`src/rtl/dram_rowctl_pkg.sv`:
```
// Shared types for the DRAM row controller.
// Assumes: nothing beyond the standard language.
package dram_rowctl_pkg;
    typedef enum logic [2:0] {
        PH_IDLE,
        PH_PRE,
        PH_WL,
        PH_SENSE,
        PH_RESTORE
    } phase_e;
endpackage

```
`src/rtl/drc_refresh_timer.sv`:
```
// Interval timer and refresh row pointer.
// Raises ref_pending every REF_INTERVAL cycles and drops it once the sequencer
// grants the refresh. Steps the row pointer when a refresh cycle finishes.
// Assumes: REF_INTERVAL is longer than one access, ROWS >= 2.
module drc_refresh_timer #(
    parameter int ROWS         = 8,
    parameter int REF_INTERVAL = 200,
    localparam int ROW_W       = $clog2(ROWS),
    localparam int TW          = $clog2(REF_INTERVAL)
) (
    input  logic             clk,
    input  logic             rst_n,
    input  logic             ref_grant,
    input  logic             ref_done,
    output logic             ref_pending,
    output logic [ROW_W-1:0] ref_row
);
    localparam logic [TW-1:0]    TICK_LAST = TW'(REF_INTERVAL - 1);
    localparam logic [ROW_W-1:0] ROW_LAST  = ROW_W'(ROWS - 1);

    logic [TW-1:0] tick_q;

    // Free-running interval counter.
    always_ff @(posedge clk) begin
        if (!rst_n)                tick_q <= '0;
        else if (tick_q == TICK_LAST) tick_q <= '0;
        else                       tick_q <= tick_q + 1'b1;
    end

    // Pending flag: set when the interval expires, cleared on grant.
    always_ff @(posedge clk) begin
        if (!rst_n)                   ref_pending <= 1'b0;
        else if (tick_q == TICK_LAST) ref_pending <= 1'b1;
        else if (ref_grant)           ref_pending <= 1'b0;
    end

    // Refresh row pointer, wrapping after the last row.
    always_ff @(posedge clk) begin
        if (!rst_n)                ref_row <= '0;
        else if (ref_done)         ref_row <= (ref_row == ROW_LAST) ? '0 : ref_row + 1'b1;
    end

    AST_PENDING_HELD: assert property (@(posedge clk) disable iff (!rst_n)
        (ref_pending && !ref_grant) |=> ref_pending);
    AST_GRANT_NEEDS_PENDING: assert property (@(posedge clk) disable iff (!rst_n)
        ref_grant |-> ref_pending);
endmodule

```
`src/rtl/drc_cell_array.sv`:
```
// Behavioural destructive-read storage array.
// Sensing a row copies it into the sense latch and clears the row. A restore
// writes the row and restarts its retention age. A row whose age reaches
// RETAIN without a restore is cleared.
// Assumes: sense and restore never fall in the same cycle.
module drc_cell_array #(
    parameter int ROWS   = 8,
    parameter int WIDTH  = 16,
    parameter int RETAIN = 3200,
    localparam int ROW_W = $clog2(ROWS),
    localparam int AGE_W = $clog2(RETAIN + 1)
) (
    input  logic             clk,
    input  logic             rst_n,
    input  logic             sense_fire,
    input  logic [ROW_W-1:0] sense_row,
    input  logic             restore_en,
    input  logic [ROW_W-1:0] restore_row,
    input  logic [WIDTH-1:0] restore_data,
    output logic [WIDTH-1:0] sense_data
);
    logic [WIDTH-1:0] row_q [ROWS];
    logic [AGE_W-1:0] age_q [ROWS];

    // Per-row storage: restore, destructive sense, and retention decay.
    always_ff @(posedge clk) begin
        if (!rst_n) begin
            for (int i = 0; i < ROWS; i++) begin
                row_q[i] <= '0;
                age_q[i] <= '0;
            end
        end else begin
            for (int i = 0; i < ROWS; i++) begin
                if (restore_en && restore_row == ROW_W'(i)) begin
                    row_q[i] <= restore_data;
                    age_q[i] <= '0;
                end else begin
                    if (sense_fire && sense_row == ROW_W'(i))
                        row_q[i] <= '0;
                    else if (age_q[i] == AGE_W'(RETAIN - 1))
                        row_q[i] <= '0;
                    if (age_q[i] != AGE_W'(RETAIN))
                        age_q[i] <= age_q[i] + 1'b1;
                end
            end
        end
    end

    // Sense amplifier latch: captures the row when the sense phase opens.
    always_ff @(posedge clk) begin
        if (!rst_n)          sense_data <= '0;
        else if (sense_fire) sense_data <= row_q[sense_row];
    end

    AST_SENSE_NOT_RESTORE: assert property (@(posedge clk) disable iff (!rst_n)
        sense_fire |-> !restore_en);
endmodule

```
`src/rtl/drc_sequencer.sv`:
```
// Phase sequencer for one row access (host or refresh).
// Steps IDLE -> PRE -> WL -> SENSE -> RESTORE -> IDLE, each phase lasting its
// parameter count of cycles. A pending refresh is chosen ahead of a host
// request, and only in IDLE, so a running access always completes first.
// Assumes: host holds req and its fields stable until ack; all T_* >= 1.
module drc_sequencer
    import dram_rowctl_pkg::*;
#(
    parameter int ROWS      = 8,
    parameter int WIDTH     = 16,
    parameter int T_PRE     = 2,
    parameter int T_WL      = 2,
    parameter int T_SENSE   = 1,
    parameter int T_RESTORE = 2,
    localparam int ROW_W    = $clog2(ROWS),
    localparam int MAX_AB   = (T_PRE > T_WL) ? T_PRE : T_WL,
    localparam int MAX_CD   = (T_SENSE > T_RESTORE) ? T_SENSE : T_RESTORE,
    localparam int MAX_T    = (MAX_AB > MAX_CD) ? MAX_AB : MAX_CD,
    localparam int CNT_W    = $clog2(MAX_T + 1)
) (
    input  logic             clk,
    input  logic             rst_n,
    input  logic             host_req,
    input  logic             host_we,
    input  logic [ROW_W-1:0] host_addr,
    input  logic [WIDTH-1:0] host_wdata,
    input  logic             ref_pending,
    input  logic [ROW_W-1:0] ref_row,
    input  logic [WIDTH-1:0] sense_data,
    output logic             ref_grant,
    output logic             ref_done,
    output logic             sense_fire,
    output logic [ROW_W-1:0] op_row,
    output logic             restore_en,
    output logic [WIDTH-1:0] restore_data,
    output logic             host_ack,
    output logic             refresh_busy
);
    phase_e           phase_q;
    logic [CNT_W-1:0] cnt_q;
    logic             op_ref_q;
    logic             op_we_q;
    logic [WIDTH-1:0] op_wdata_q;
    logic [CNT_W-1:0] last_cnt;
    logic             phase_last;

    // Last count value of the current phase.
    always_comb begin
        unique case (phase_q)
            PH_PRE:     last_cnt = CNT_W'(T_PRE - 1);
            PH_WL:      last_cnt = CNT_W'(T_WL - 1);
            PH_SENSE:   last_cnt = CNT_W'(T_SENSE - 1);
            PH_RESTORE: last_cnt = CNT_W'(T_RESTORE - 1);
            default:    last_cnt = '0;
        endcase
        phase_last = (cnt_q == last_cnt);
    end

    // Phase state and in-phase cycle counter.
    always_ff @(posedge clk) begin
        if (!rst_n) begin
            phase_q <= PH_IDLE;
            cnt_q   <= '0;
        end else if (phase_q == PH_IDLE) begin
            cnt_q <= '0;
            if (ref_pending || host_req) phase_q <= PH_PRE;
        end else if (!phase_last) begin
            cnt_q <= cnt_q + 1'b1;
        end else begin
            cnt_q <= '0;
            unique case (phase_q)
                PH_PRE:   phase_q <= PH_WL;
                PH_WL:    phase_q <= PH_SENSE;
                PH_SENSE: phase_q <= PH_RESTORE;
                default:  phase_q <= PH_IDLE;
            endcase
        end
    end

    // Operation capture at the start of an access; refresh has priority.
    always_ff @(posedge clk) begin
        if (!rst_n) begin
            op_ref_q   <= 1'b0;
            op_we_q    <= 1'b0;
            op_row     <= '0;
            op_wdata_q <= '0;
        end else if (phase_q == PH_IDLE) begin
            if (ref_pending) begin
                op_ref_q <= 1'b1;
                op_we_q  <= 1'b0;
                op_row   <= ref_row;
            end else if (host_req) begin
                op_ref_q   <= 1'b0;
                op_we_q    <= host_we;
                op_row     <= host_addr;
                op_wdata_q <= host_wdata;
            end
        end
    end

    // Strobes toward the array, the timer and the host.
    always_comb begin
        ref_grant    = (phase_q == PH_IDLE) && ref_pending;
        sense_fire   = (phase_q == PH_SENSE) && (cnt_q == '0);
        restore_en   = (phase_q == PH_RESTORE) && phase_last;
        restore_data = (!op_ref_q && op_we_q) ? op_wdata_q : sense_data;
        host_ack     = restore_en && !op_ref_q;
        ref_done     = restore_en && op_ref_q;
        refresh_busy = op_ref_q && (phase_q != PH_IDLE);
    end

    AST_PHASE_ORDER: assert property (@(posedge clk) disable iff (!rst_n)
        (phase_q == PH_WL) |-> ($past(phase_q) == PH_PRE || $past(phase_q) == PH_WL));
    AST_RESTORE_AFTER_SENSE: assert property (@(posedge clk) disable iff (!rst_n)
        (phase_q == PH_RESTORE) |-> ($past(phase_q) == PH_SENSE || $past(phase_q) == PH_RESTORE));
    AST_ACK_PULSE: assert property (@(posedge clk) disable iff (!rst_n)
        host_ack |=> !host_ack);
    AST_REFRESH_FIRST: assert property (@(posedge clk) disable iff (!rst_n)
        (phase_q == PH_IDLE && ref_pending && host_req) |=> refresh_busy);
endmodule

```
`src/rtl/dram_row_ctl.sv`:
```
// Top level: host request/acknowledge port over a destructive-read DRAM
// array, with timer-driven refresh interleaved between host accesses.
// Assumes: req, we, addr and wdata stay stable from request until ack.
module dram_row_ctl #(
    parameter int ROWS         = 8,
    parameter int WIDTH        = 16,
    parameter int T_PRE        = 2,
    parameter int T_WL         = 2,
    parameter int T_SENSE      = 1,
    parameter int T_RESTORE    = 2,
    parameter int REF_INTERVAL = 200,
    parameter int RETAIN       = 2 * ROWS * REF_INTERVAL,
    localparam int ROW_W       = $clog2(ROWS)
) (
    input  logic             clk,
    input  logic             rst_n,
    input  logic             req,
    input  logic             we,
    input  logic [ROW_W-1:0] addr,
    input  logic [WIDTH-1:0] wdata,
    output logic             ack,
    output logic [WIDTH-1:0] rdata,
    output logic             refresh_busy
);
    logic             ref_pending, ref_grant, ref_done;
    logic [ROW_W-1:0] ref_row, op_row;
    logic             sense_fire, restore_en;
    logic [WIDTH-1:0] sense_data, restore_data;

    drc_refresh_timer #(.ROWS(ROWS), .REF_INTERVAL(REF_INTERVAL)) u_timer (
        .clk(clk), .rst_n(rst_n), .ref_grant(ref_grant), .ref_done(ref_done),
        .ref_pending(ref_pending), .ref_row(ref_row)
    );

    drc_sequencer #(.ROWS(ROWS), .WIDTH(WIDTH), .T_PRE(T_PRE), .T_WL(T_WL),
                    .T_SENSE(T_SENSE), .T_RESTORE(T_RESTORE)) u_seq (
        .clk(clk), .rst_n(rst_n), .host_req(req), .host_we(we),
        .host_addr(addr), .host_wdata(wdata), .ref_pending(ref_pending),
        .ref_row(ref_row), .sense_data(sense_data), .ref_grant(ref_grant),
        .ref_done(ref_done), .sense_fire(sense_fire), .op_row(op_row),
        .restore_en(restore_en), .restore_data(restore_data),
        .host_ack(ack), .refresh_busy(refresh_busy)
    );

    drc_cell_array #(.ROWS(ROWS), .WIDTH(WIDTH), .RETAIN(RETAIN)) u_array (
        .clk(clk), .rst_n(rst_n), .sense_fire(sense_fire), .sense_row(op_row),
        .restore_en(restore_en), .restore_row(op_row),
        .restore_data(restore_data), .sense_data(sense_data)
    );

    // The sensed row is the read data.
    assign rdata = sense_data;

    AST_ACK_NOT_REFRESH: assert property (@(posedge clk) disable iff (!rst_n)
        ack |-> !refresh_busy);
endmodule

```
`config.mk`:
```
export PLATFORM = sky130hd
export DESIGN_NAME = dram_row_ctl
export DESIGN_NICKNAME = d
export VERILOG_FILES = /design/src/rtl/dram_rowctl_pkg.sv /design/src/rtl/drc_refresh_timer.sv /design/src/rtl/drc_cell_array.sv /design/src/rtl/drc_sequencer.sv /design/src/rtl/dram_row_ctl.sv
export SDC_FILE = /design/constraint.sdc
export NUM_CORES = 1
export LEC_CHECK = 0
export ABC_AREA = 0
export BUFFER_PORTS_ARGS = -buffer_cell sky130_fd_sc_hd__buf_2
export CAP_MARGIN = 20
export CORE_MARGIN = 2
export CORE_UTILIZATION = 52
export CTS_CLUSTER_SIZE = 20
export DETAILED_ROUTE_END_ITERATION = 8
export PLACE_DENSITY = 0.69
export REMOVE_ABC_BUFFERS = 1
export SETUP_SLACK_MARGIN = 0.02
export SKIP_LAST_GASP = 1
export SYNTH_ARGS = -nofsm -noshare
export SYNTH_HDL_FRONTEND = slang
export SYNTH_SLANG_ARGS = --single-unit
export TNS_END_PERCENT = 10
```
`constraint.sdc`:
```
create_clock -name clk -period 7.55 [get_ports clk]
set_input_delay 1.1325 -clock clk [delete_from_list [all_inputs] [get_ports clk]]
set_output_delay 1.1325 -clock clk [all_outputs]
set_load 0.01 [all_outputs]
```
# Word-level counts from Yosys, hierarchy flattened
# Memory sizes are Yosys's and may differ from the RTL's. A register that Yosys moved wholly into a read port is not among the register bits.
# Cells that the tools add are included.
[word_totals]
in_bits = 23
mem_bits_rw = 224
n_memories = 2
out_inout_bits = 18
ff_bits = 38
word_cells = 318
[mem_list]
columns = ["memory", "depth", "word_bits", "read_ports", "rd_ports_with_merged_regs", "write_ports", "line", "text"]
rows = [
  ["u_array.row_q", 8, 16, 1, 1, 8, "drc_cell_array.sv:22", "logic [WIDTH-1:0] row_q [ROWS];"],
  ["u_array.age_q", 8, 12, 8, 0, 8, "drc_cell_array.sv:23", "logic [AGE_W-1:0] age_q [ROWS];"],
]
[classes]
n_bitwise = 42
add_sub_neg = 11
muxes = 184
n_eq_ne = 31
n_reduce_logical = 39
[op_table]
columns = ["operator", "n"]
rows = [
  ["2-to-1 mux 16 bit", 25],
  ["2-to-1 mux 12 bit", 16],
  ["2-to-1 mux 1 bit", 136],
  ["adder 12 x 1 -> 12 bit (second input constant)", 8],
  ["equality test 12 bit (second input constant)", 8],
  ["!= test 12 bit (second input constant)", 8],
  ["bitwise OR 1 bit", 40],
  ["logical AND 1 bit", 23],
  ["equality test 3 bit (second input constant)", 6],
  ["2-to-1 mux 3 bit", 6],
  ["equality test 3 x 2 -> 1 bit (second input constant)", 4],
  ["one-hot mux 3 bit (3 select lines)", 1],
  ["adder 8 x 1 -> 8 bit (second input constant)", 1],
  ["equality test 8 bit (second input constant)", 1],
  ["equality test 3 x 1 -> 1 bit (second input constant)", 2],
  ["zero test 3 bit", 2],
  ["nonzero test 2 bit", 3],
  ["OR reduction 3 bit", 2],
  ["AND reduction 2 bit", 2],
  ["adder 3 x 1 -> 3 bit (second input constant)", 1],
  ["AND reduction 3 bit", 1],
  ["nonzero test 3 bit", 1],
  ["adder 2 x 1 -> 2 bit (second input constant)", 1],
  ["equality test 2 x 1 -> 1 bit", 1],
  ["other kinds (6)", 8],
]

# Logic depth before layout (Yosys ltp)
# Gate-level depths: netlist of run 1.
[depth]
word_depth = 12
ltp_mapped = 9
ltp_nobuf = 6

# Modules after synthesis
# From an unflattened synthesis of run 1, not the netlist that was laid out.
[hier_totals]
hier_cells = 1169
hier_area_um2 = 13540.5
[modules_own_cells]
columns = ["mod", "instances", "area_per_inst_um2", "seq_area_each_um2", "cells_per_inst"]
rows = [
  ["drc_cell_array", 1, 11667.4, 7046.8, 956],
  ["drc_sequencer", 1, 1327.5, 520.5, 159],
  ["drc_refresh_timer", 1, 545.5, 240.2, 54],
]

# Worst setup path before layout of run 1
# No wires, ideal clock.
[synth_path]
path_type = "in2reg"
startpoint = "in rst_n"
endpoint = "mem u_array.row_q[2][0] (enable)"
path_slack_ns = 4.617
setup_ns = 0.452
path_stages = 4
n_path_buf = 3
t_arrival_ns = 2.481
cell_sequence = "clkbuf_1 > clkbuf_1 > clkbuf_1 > o221ai_1"
[synth_lines]
columns = ["item", "line", "text"]
rows = [
  ["from (decl)", "dram_row_ctl.sv:16", "input logic rst_n,"],
  ["to (decl)", "drc_cell_array.sv:22", ""],
]

==> impl_metrics.csv, run 1 <==
group,metric,value,unit
sta,finClkSkew,19.1,ps
cts,cts-root-buf,"clkbuf_16",
routing,dr.pass1.iters,5,
routing,drt-vias-per-instance,5.83,
synthesis,synth_edf_count,224,
cts,clkSinkCount,278,
synthesis,synth.top_cell.area_share,50.3,%
worst_setup_path,cp-start-kind,"flip-flop",
cts,cts_buffers,31,
die,die_x,164,um
die,dieHeight,164,um
hold_path,hold_class,"reg -> reg",
power,power.density,258,nW/um^2
global_route,overflow,0,
synthesis,ys_warn_count,0,
worst_setup_path,crit_fanout,19,
worst_setup_path,crit_required,7720,ps
outcome,status,"finished, final reports clean",
worst_setup_path,cp.arrival,3170,ps
final_layout,final_common_cell,"edfxtp_1",
cts,path_clk_slew,60,ps
die,design.die.area,27000,um^2
power,p_leak,5.25,nW
sta,tightest_slew,1090,ps
synthesis,synth_area_per_cell,11.7,um^2
routing,drt_wl_total,28300,um
routing,vias,8898,
final_layout,fillerInstances,2033,
routing,postRouteAntennaNets,0,
placed_design,io_buffer_count,40,
synthesis,yosysTopAreaCell,"edfxtp_1",
synthesis,synthCells,1141,
sta,setup_viol,0,
power,ir_worst_vdd,0.212,mV
placed_design,place.gp.congestion,0.811,
synthesis,ys.flop_type,"edfxtp_1",
final_layout,drive_above_1_share,13.4,%
final_layout,final_cell_mix,"224 x edfxtp_1, 216 x nor2_1, 62 x nand2_1, 54 x nor3_1, 52 x dfxtp_1",
global_route,first_global_vias,8489,
sta,slew_headroom,27.1,%
worst_setup_path,r2r_slack,4550,ps
cts,postCtsHoldBufs,0,
placed_design,dp_hpwl,17300,um
sta,fmax,334,MHz
sta,final_hold_viol_count,0,
sta,timing.final.crit_share,39.7,%
cts,post_cts_buffers,0,
cts,clock_latency,570,ps
cts,clockBufferDepth,3,
cts,cts_resized,0,
sta,finalSetupTns,0,ps
die,initial_core_util,53.1,%
global_route,track_usage,21.3,%
global_route,grt_max_degree,70,
synthesis,ys_ff_latch,278,
synthesis,yosysSeqAreaShare,58.4,%
final_layout,fin_nets,1213,
sta,grt_setup_unrepaired,"no",
die,ioPinCount,41,
synthesis,yosysUniqueCellTypes,58,
placed_design,dp_cells,1466,
final_layout,finalNonFillerCells,1525,
cts,cts-htree-levels,1,
final_layout,area_growth,10.9,%
sta,period_needed,3000,ps
sta,drv_slew,0,
cts,cts_tree,"done",
routing,first_iter_violations,681,
global_route,antenna_found_initial,0,
die,core,25200,um^2
final_layout,utilization,58.9,%
worst_setup_path,crit_type,"reg -> reg",
final_layout,n_antenna_cell,0,
synthesis,synth_area_leaders,"edfxtp_1 50%, dfxtp_1 8.1%, nor2_1 6.1%, mux4_2 5.4%, xnor2_1 3.3%",
run,cap_violations,0,
routing,drc,0,
die,fp-row-count,58,
global_route,grt_pass1_wl,45100,um
routing,wl_per_cell,18.6,um
worst_setup_path,cp-end-kind,"flip-flop",
synthesis,syn-cell-area,13400,um^2
synthesis,async_flop_share,0,%
-- synth_stat cells, types with 9 or more instances --
cell type and count:
xor2_1 36, edfxtp_1 224, a21oi_1 41, xnor2_1 51, nor4_1 9, dfxtp_1 54, nand3_1 48, inv_1 41
nor2_1 216, mux4_2 32, and3_1 14, nand2_1 62, nor3_1 54, buf_2 25, nand4_1 17, o21ai_0 19
mux2i_1 37, o211ai_1 12, ha_1 20, clkbuf_1 25, nor2_2 10, nor4bb_1 13
-- where the power goes --
| part | total (mW) | leakage (nW) | switching (mW) | internal, mW |
|---|---|---|---|---|
| logic | 0.548 | 1.83 | 0.334 | 0.214 |
| registers | 1.80 | 2.93 | 0.0624 | 1.74 |
| clock network | 1.48 | 0.492 | 0.605 | 0.871 |
-- through the flow --
| stage | setup slack, ps | cell area, um^2 | total power [mW] | hold slack [ps] |
|---|---|---|---|---|
| detailed placement | 4250 | 13800 | 2.38 | 436 |
| finish | 4550 | 14800 | 3.82 | 444 |
| global placement | 4260 | 13800 | 2.37 | 425 |
| global route | 4420 | 14800 | 3.96 | 473 |
| CTS | 4480 | 14800 | 3.85 | 445 |
| floorplan | 3990 | 13100 | 2.20 | 413 |
-- sequential cells by signal, summed over array words and instances, names as in the netlist --
register	count
u_array.age_q	96
u_array.row_q	128
u_array.sense_data	16
u_seq.cnt_q	2
u_seq.op_ref_q	1
u_seq.op_row	3
u_seq.op_wdata_q	16
u_seq.op_we_q	1
u_seq.phase_q	3
u_timer.ref_pending	1
u_timer.ref_row	3
u_timer.tick_q	8
-- final cells by class --
class,instances,area (um^2),area share (%)
Multi-Input combinational cell,763,5130,34.6
Clock inverter,12,134,0.903
Clock buffer,46,872,5.88
Inverter,43,161,1.09
Sequential cell,278,7810,52.7
Timing Repair Buffer,53,305,2.06
Tap cell,330,413,2.79
-- kinds of logic (layout without fill, tap and decap cells) --
group,after synthesis,count (layout),share of synthesized area (%)
XOR/XNOR,87,87,5.70
AO/OA/AOI/OAI,96,96,4.53
flip-flops,278,278,58.4
multiplexers,69,69,8.17
adder cells (fa/ha/maj),20,20,1.87
buffers and inverters,100,154,3.36
AND/OR/NAND/NOR,491,491,17.9
-- critical path, cell delays in order, from the launching register on --
cell	delay (ps)
dfxtp_1	370
inv_2	510
and3_1	610
a21oi_1	220
o221ai_2	900
-- worst paths after layout --
kind,start,endpoint,depth (start not counted)
setup / recovery,u_seq.op_row[2],u_array.row_q[2][7],4
hold / removal,u_timer.tick_q[0],u_timer.tick_q[0],1
setup reg to reg,u_seq.op_row[2],u_array.row_q[2][7],4
hold reg to reg,u_timer.tick_q[0],u_timer.tick_q[0],1
-- per-layer routing --
metal  global-route usage [%]  part of all wire, %  vias up
li1                         -                    -     4202
met1                     30.1                   44     4373
met2                     34.8                   47      272
met3                     2.98                  6.3       51
met4                     5.50                  2.3        0
met5                        0                    0        -
(Power assumes the default switching activity.)
==> run 2: changes to the inputs <==
--- a/config.mk
+++ b/config.mk
@@ -5,14 +5,14 @@
 export SDC_FILE = /design/constraint.sdc
 export NUM_CORES = 1
 export LEC_CHECK = 0
-export ABC_AREA = 0
+export ABC_AREA = 1
 export BUFFER_PORTS_ARGS = -buffer_cell sky130_fd_sc_hd__buf_2
 export CAP_MARGIN = 20
 export CORE_MARGIN = 2
 export CORE_UTILIZATION = 52
 export CTS_CLUSTER_SIZE = 20
 export DETAILED_ROUTE_END_ITERATION = 8
-export PLACE_DENSITY = 0.69
+export PLACE_DENSITY = 0.71
 export REMOVE_ABC_BUFFERS = 1
 export SETUP_SLACK_MARGIN = 0.02
 export SKIP_LAST_GASP = 1
==> constraint.sdc (replaced) <==
create_clock -name clk -period 2.6 [get_ports clk]
set_input_delay 0.39 -clock clk [delete_from_list [all_inputs] [get_ports clk]]
set_output_delay 0.39 -clock clk [all_outputs]
set_load 0.01 [all_outputs]
==> run 2 against run 1 <==
Non-clock buffer count is 34 higher. Global-route usage is 1.5 points higher. Combinational power grew to 3.3 times the previous value. Clock skew is 11 ps lower. Area after synthesis is 0.74% lower.
==> impl_metrics.csv, run 2 <==
group,metric,value,unit
cts,post_cts_buffers,0,
worst_setup_path,cp_top_family,"simple AND/OR/NAND/NOR gates",
final_layout,area_growth,12.2,%
placed_design,place.gp.congestion,0.861,
worst_setup_path,cp.arrival,2640,ps
sta,fmax,416,MHz
final_layout,final_cell_mix,"278 x nor2_1, 224 x edfxtp_1, 185 x nand2_1, 121 x inv_1, 94 x a21oi_1",
routing,postRouteAntennaNets,0,
routing,first_iter_violations,862,
worst_setup_path,cp-end-kind,"flip-flop",
cts,clock_latency,540,ps
routing,drc,0,
worst_setup_path,crit_slowest_cell,"or2_2",
synthesis,ys.flop_type,"edfxtp_1",
synthesis,async_flop_share,0,%
power,switching_share,28.5,%
final_layout,fin_nets,1486,
placed_design,dp_hpwl,19400,um
worst_setup_path,reg2reg_depth,8,
cts,cts-root-buf,"clkbuf_16",
sta,drv_slew,0,
global_route,grt_pass1_wl,48500,um
final_layout,largest_reg_flops,128,
die,initial_core_util,52.8,%
power,power.density,731,nW/um^2
worst_setup_path,path_buf_inv,3,
outcome,status,"finished, final reports clean",
worst_setup_path,crit_required,2840,ps
cts,cts_resized,0,
sta,slew_headroom,46.1,%
worst_setup_path,cp-start-kind,"flip-flop",
synthesis,yosysUniqueCellTypes,39,
cts,cts-htree-levels,1,
run,cap_violations,0,
synthesis,synthAdderAreaFrac,1.89,%
power,power.switching,3.11,mW
sta,finalSetupTns,0,ps
cts,cts_tree,"done",
sta,period_needed,2400,ps
routing,dr.pass1.iters,5,
synthesis,synthCells,1372,
sta,finalHoldWorstSlack,102,ps
routing,wl_per_cell,17.0,um
routing,drt_wl_total,30400,um
sta,timing.final.crit_share,92.4,%
synthesis,yosysSeqAreaShare,58.9,%
power,p_leak,5.59,nW
sta,finClkSkew,8.40,ps
synthesis,synth_area_leaders,"edfxtp_1 51%, dfxtp_1 8.2%, nor2_1 7.9%, nand2_1 5.2%, a21oi_1 3.5%",
sta,grt_setup_unrepaired,"no",
hold_path,worstHoldPathCells,3,
sta,setup_viol,0,
global_route,track_usage,22.8,%
power,ir_worst_vdd,0.616,mV
synthesis,synth_edf_count,224,
die,design.die.area,26800,um^2
die,ioPinCount,41,
cts,path_clk_slew,60,ps
cts,postCtsHoldBufs,0,
final_layout,n_antenna_cell,0,
global_route,overflow,0,
power,comb_power_share,16.8,%
cts,cts_buffers,29,
sta,final_hold_viol_count,0,
worst_setup_path,critical-path-max-stage-delay,480,ps
power,seqPwrFrac,48.6,%
final_layout,final_common_cell,"nor2_1",
die,core,25100,um^2
synthesis,ys_ff_latch,278,
synthesis,synth_area_per_cell,9.67,um^2
worst_setup_path,worstPathCellList,"inv_1, ha_1, nand2_1, buf_4, inv_2, nand3_1, nand3_2, or2_2",
worst_setup_path,r2r_slack,200,ps
power,p_int,7.77,mW
synthesis,yosysTopAreaCell,"edfxtp_1",
synthesis,synth_top_family_by_area,"simple AND/OR/NAND/NOR gates",
sta,tightest_slew,806,ps
global_route,grt_max_degree,42,
global_route,first_global_vias,9521,
final_layout,largest_register,"u_array.row_q",
die,dieHeight,164,um
power,pwr-share-clk,34.6,%
routing,drt-vias-per-instance,5.61,
final_layout,top_regs,"u_array.row_q: 128 flops, u_array.age_q: 96 flops",
synthesis,yosys.area_share.simple,23.0,%
worst_setup_path,crit_fanout,22,
global_route,antenna_found_initial,0,
hold_path,hold_class,"in -> reg",
synthesis,syn-cell-area,13300,um^2
routing,vias,10100,
synthesis,synth_common_cells,"278 x nor2_1, 224 x edfxtp_1, 185 x nand2_1",
die,fp-row-count,58,
final_layout,drive_above_1_share,12.2,%
die,die_x,164,um
synthesis,synth_xor_area_share,2.38,%
synthesis,yosysMostFrequentCell,"nor2_1",
synthesis,ys_warn_count,0,
synthesis,synthMuxAreaShare,1.21,%
cts,clkSinkCount,278,
synthesis,synth_compound_gate_area_share,7.17,%
worst_setup_path,critical_path_cell_count,8,
cts,clockBufferDepth,3,
placed_design,io_buffer_count,40,
worst_setup_path,crit_type,"reg -> reg",
synthesis,synth.top_cell.area_share,50.7,%
==> run 2: cell types whose count changed after synthesis, moves of 15 or more <==
cell     before  now
nand4_1      17   35
mux2i_1      37   16
nand3_1      48   89
nor3b_1       2   17
nor3_1       54   35
inv_1        41  121
nand2_1      62  185
a22oi_1       1   23
a21oi_1      41   94
nor2_1      216  278
xnor2_1      51    8
mux4_2       32    0
==> run 2: layer usage <==
layer | track usage [%] | part of all wire [%]
met2 | 36.3 | 45
met3 | 3.61 | 8.3
met1 | 32.1 | 43
met4 | 7.81 | 3.3
met5 | 0 | 0
==> run 2: worst min-delay path, stage by stage <==
cell,delay (ps)
buf_2,70
o21ai_0,70
nor2_1,80
==> run 2: power by group through the flow <==
stage / Combinational, mW / Sequential (mW) / Clock, mW
floorplan: 1.06 / 5.37 / 0
finish: 1.83 / 5.29 / 3.76
detailed placement: 1.80 / 5.38 / 0
global route: 2.00 / 5.32 / 3.97
global placement: 1.78 / 5.37 / 0
CTS: 1.81 / 5.29 / 3.80
==> run 2: final timing paths <==
check                         end               from
max          u_array.row_q[6][15]     u_seq.cnt_q[0]
min reg2reg     u_timer.tick_q[0]  u_timer.tick_q[0]
min          u_seq.op_wdata_q[11]          wdata[11]
max reg2reg  u_array.row_q[6][15]     u_seq.cnt_q[0]
==> run 2: final cells by class <==
| cell class | count | area (um^2) |
|---|---|---|
| Tap cell | 330 | 413 |
| Multi-Input combinational cell | 918 | 4770 |
| Clock buffer | 38 | 790 |
| Sequential cell | 278 | 7810 |
| Fill cell | 2148 | 10200 |
| Inverter | 129 | 484 |
| Clock inverter | 13 | 60.1 |
| Timing Repair Buffer | 87 | 557 |
==> run 2: per-stage QoR <==
step / utilization (%) / setup WS (ps) / instances / instance area [um^2] / power [mW]
6_report: 59.3 / 197 / 1793 / 14900 / 10.9
5_1_grt: 59.3 / 69.2 / 1793 / 14900 / 11.3
4_1_cts: 59.2 / 227 / 1792 / 14900 / 10.9
3_5_place_dp: 55.8 / 273 / 1741 / 14000 / 7.18
3_3_place_gp: 55.8 / 346 / 1741 / 14000 / 7.14
2_1_floorplan: - / -1240 / 1325 / 13000 / 6.44
==> run 2: cell families (layout without fill, tap and decap cells) <==
family | Yosys count | in the layout
AOI/OAI and AO/OA | 165 | 165
xor gates and xnor gates | 36 | 36
adders and majority gates | 20 | 20
buffers and inverters | 176 | 267
DFF | 278 | 278
muxes | 16 | 16
and+or+nand+nor | 681 | 681
==> run 3: changes to the inputs <==
--- a/config.mk
+++ b/config.mk
@@ -14,7 +14,7 @@
 export DETAILED_ROUTE_END_ITERATION = 8
 export PLACE_DENSITY = 0.71
 export REMOVE_ABC_BUFFERS = 1
-export SETUP_SLACK_MARGIN = 0.02
+export SETUP_SLACK_MARGIN = 0.3
 export SKIP_LAST_GASP = 1
 export SYNTH_ARGS = -nofsm -noshare
 export SYNTH_HDL_FRONTEND = slang
==> run 3 against run 2 <==
Flip-flop and latch count stayed put. Count of clock-buffer cells in the layout stayed put. Clock skew hardly changed. Via count hardly changed. Cell count hardly changed. Maximum frequency is 4.1% higher. Critical path depth stayed put. Core utilization hardly changed. Die area stayed put. Combinational power hardly changed. Largest power group unchanged. Highest routed layer unchanged.
==> impl_metrics.csv, run 3 (same netlist as run 2, synthesis figures left out) <==
group,metric,value,unit
outcome,status,"finished, final reports clean",
placed_design,pre_cts_slack,273,ps
sta,tightest_slew,798,ps
run,cap_violations,0,
global_route,track_usage,22.8,%
worst_setup_path,cp-start-kind,"flip-flop",
hold_path,worstHoldPathCells,3,
worst_setup_path,rr_startpoint,"u_seq.cnt_q[0]",
worst_setup_path,crit_fanout,22,
routing,wl_per_cell,16.9,um
routing,dr.pass1.iters,8,
placed_design,place_area,14000,um^2
die,dieHeight,164,um
sta,final_hold_viol_count,0,
global_route,grt_max_degree,42,
sta,worst_slack,292,ps
cts,clkSinkCount,278,
final_layout,final_area,14900,um^2
final_layout,final_cell_mix,"278 x nor2_1, 224 x edfxtp_1, 185 x nand2_1, 121 x inv_1, 94 x a21oi_1",
sta,finalSetupTns,0,ps
die,die_x,164,um
final_layout,fillerInstances,2149,
cts,cts_buffers,29,
global_route,first_global_vias,9531,
power,ir_worst_vdd,0.617,mV
power,p_leak,5.60,nW
placed_design,io_buffer_count,40,
final_layout,drive_above_1_share,12.2,%
final_layout,largest_register,"u_array.row_q",
worst_setup_path,worstPathCellList,"inv_1, ha_1, nand2_1, buf_6, inv_2, nand3_1, nand3_2, or2_2",
final_layout,largest_reg_flops,128,
routing,drc,0,
cts,path_clk_slew,60,ps
die,ioPinCount,41,
sta,finalHoldWorstSlack,99.9,ps
worst_setup_path,path_buf_inv,3,
die,fp-row-count,58,
final_layout,n_antenna_cell,0,
worst_setup_path,r2r_slack,290,ps
sta,timing.final.crit_share,88.8,%
hold_path,hold_class,"in -> reg",
hold_path,hold_path_end,"u_seq.op_wdata_q[11]",
routing,drt-vias-per-instance,5.61,
placed_design,place.gp.congestion,0.861,
sta,grt_setup_unrepaired,"yes",
worst_setup_path,crit_required,2840,ps
final_layout,area_growth,12.3,%
die,design.die.area,26800,um^2
hold_path,min_from,"wdata[11]",
power,p_total,10.9,mW
routing,first_iter_violations,904,
sta,fmax,433,MHz
worst_setup_path,cp-end-kind,"flip-flop",
global_route,overflow,0,
cts,cts-htree-levels,1,
worst_setup_path,cp_top_family,"simple AND/OR/NAND/NOR gates",
final_layout,finalNonFillerCells,1794,
cts,clock_latency,540,ps
final_layout,utilization,59.3,%
worst_setup_path,critical-path-max-stage-delay,490,ps
global_route,grt_pass1_wl,48500,um
final_layout,top_regs,"u_array.row_q: 128 flops, u_array.age_q: 96 flops",
sta,setup_viol,0,
routing,drt_wl_total,30300,um
worst_setup_path,cp.arrival,2550,ps
die,initial_core_util,52.8,%
power,power.density,730,nW/um^2
cts,cts-root-buf,"clkbuf_16",
die,core,25100,um^2
worst_setup_path,crit_slowest_cell,"or2_2",
sta,slew_headroom,46.6,%
final_layout,final_common_cell,"nor2_1",
worst_setup_path,reg2reg_depth,8,
routing,postRouteAntennaNets,0,
sta,drv_slew,0,
sta,finClkSkew,8.66,ps
worst_setup_path,crit_type,"reg -> reg",
worst_setup_path,reg2reg_to,"u_array.row_q[6][15]",
final_layout,fin_nets,1487,
cts,postCtsHoldBufs,0,
cts,cts_tree,"done",
sta,period_needed,2310,ps
placed_design,dp_hpwl,19400,um
placed_design,dp_cells,1741,
cts,clockBufferDepth,3,
global_route,antenna_found_initial,0,
routing,vias,10100,
run 3: cell count changes in the layout (fill, tap and decap cells not counted), sizes merged:
| cell | change |
|---|---|
| buf | +1 |
run 3: layout make-up:
cell class                      count  area, um^2  share of cell area [%]
Sequential cell                   278        7810                    52.4
Multi-Input combinational cell    918        4770                    32.0
Clock buffer                       38         790                    5.30
Timing Repair Buffer               88         568                    3.81
Inverter                          129         484                    3.25
Tap cell                          330         413                    2.77
Clock inverter                     13        60.1                   0.403
run 3: worst register-to-register path: cells and delay by family, from the launching register on:
kind          cells  cell delay (ps)
fa+ha+maj         1              220
simple gates      4              850
flops             1              390
buf+inv           3              550
run 3: timing repair:
item | 4_1_cts | 5_1_grt
buffers inserted | 0 | 1
setup endpoints to repair | 18 | 67
gates resized for setup | 1 | 0
pin swaps | 0 | 1
run 3: per-layer routing:
layer,GRT usage (%),up-vias,part of all wire [%]
met1,31.9,4723,42
met2,36.3,404,46
met4,7.93,0,3.3
met3,3.89,78,8.6
met5,0,-,0
li1,-,4851,-
run 3: worst max-delay path by stage:
stage                          startpoint                   end  cells past startpoint
after floorplan           u_seq.op_row[2]   u_array.row_q[5][0]                      2
after global placement     u_seq.cnt_q[0]   u_array.row_q[6][7]                      8
after detailed placement   u_seq.cnt_q[0]  u_array.row_q[6][15]                      8
after CTS                 u_seq.op_row[2]  u_array.age_q[0][65]                      4
after global routing      u_seq.op_row[2]  u_array.age_q[0][58]                      4
final                      u_seq.cnt_q[0]  u_array.row_q[6][15]                      8
run 3: where the power goes:
group          switching (mW)  internal [mW]
clock                    1.65           2.11
combinational            1.27          0.563
sequential              0.185           5.10
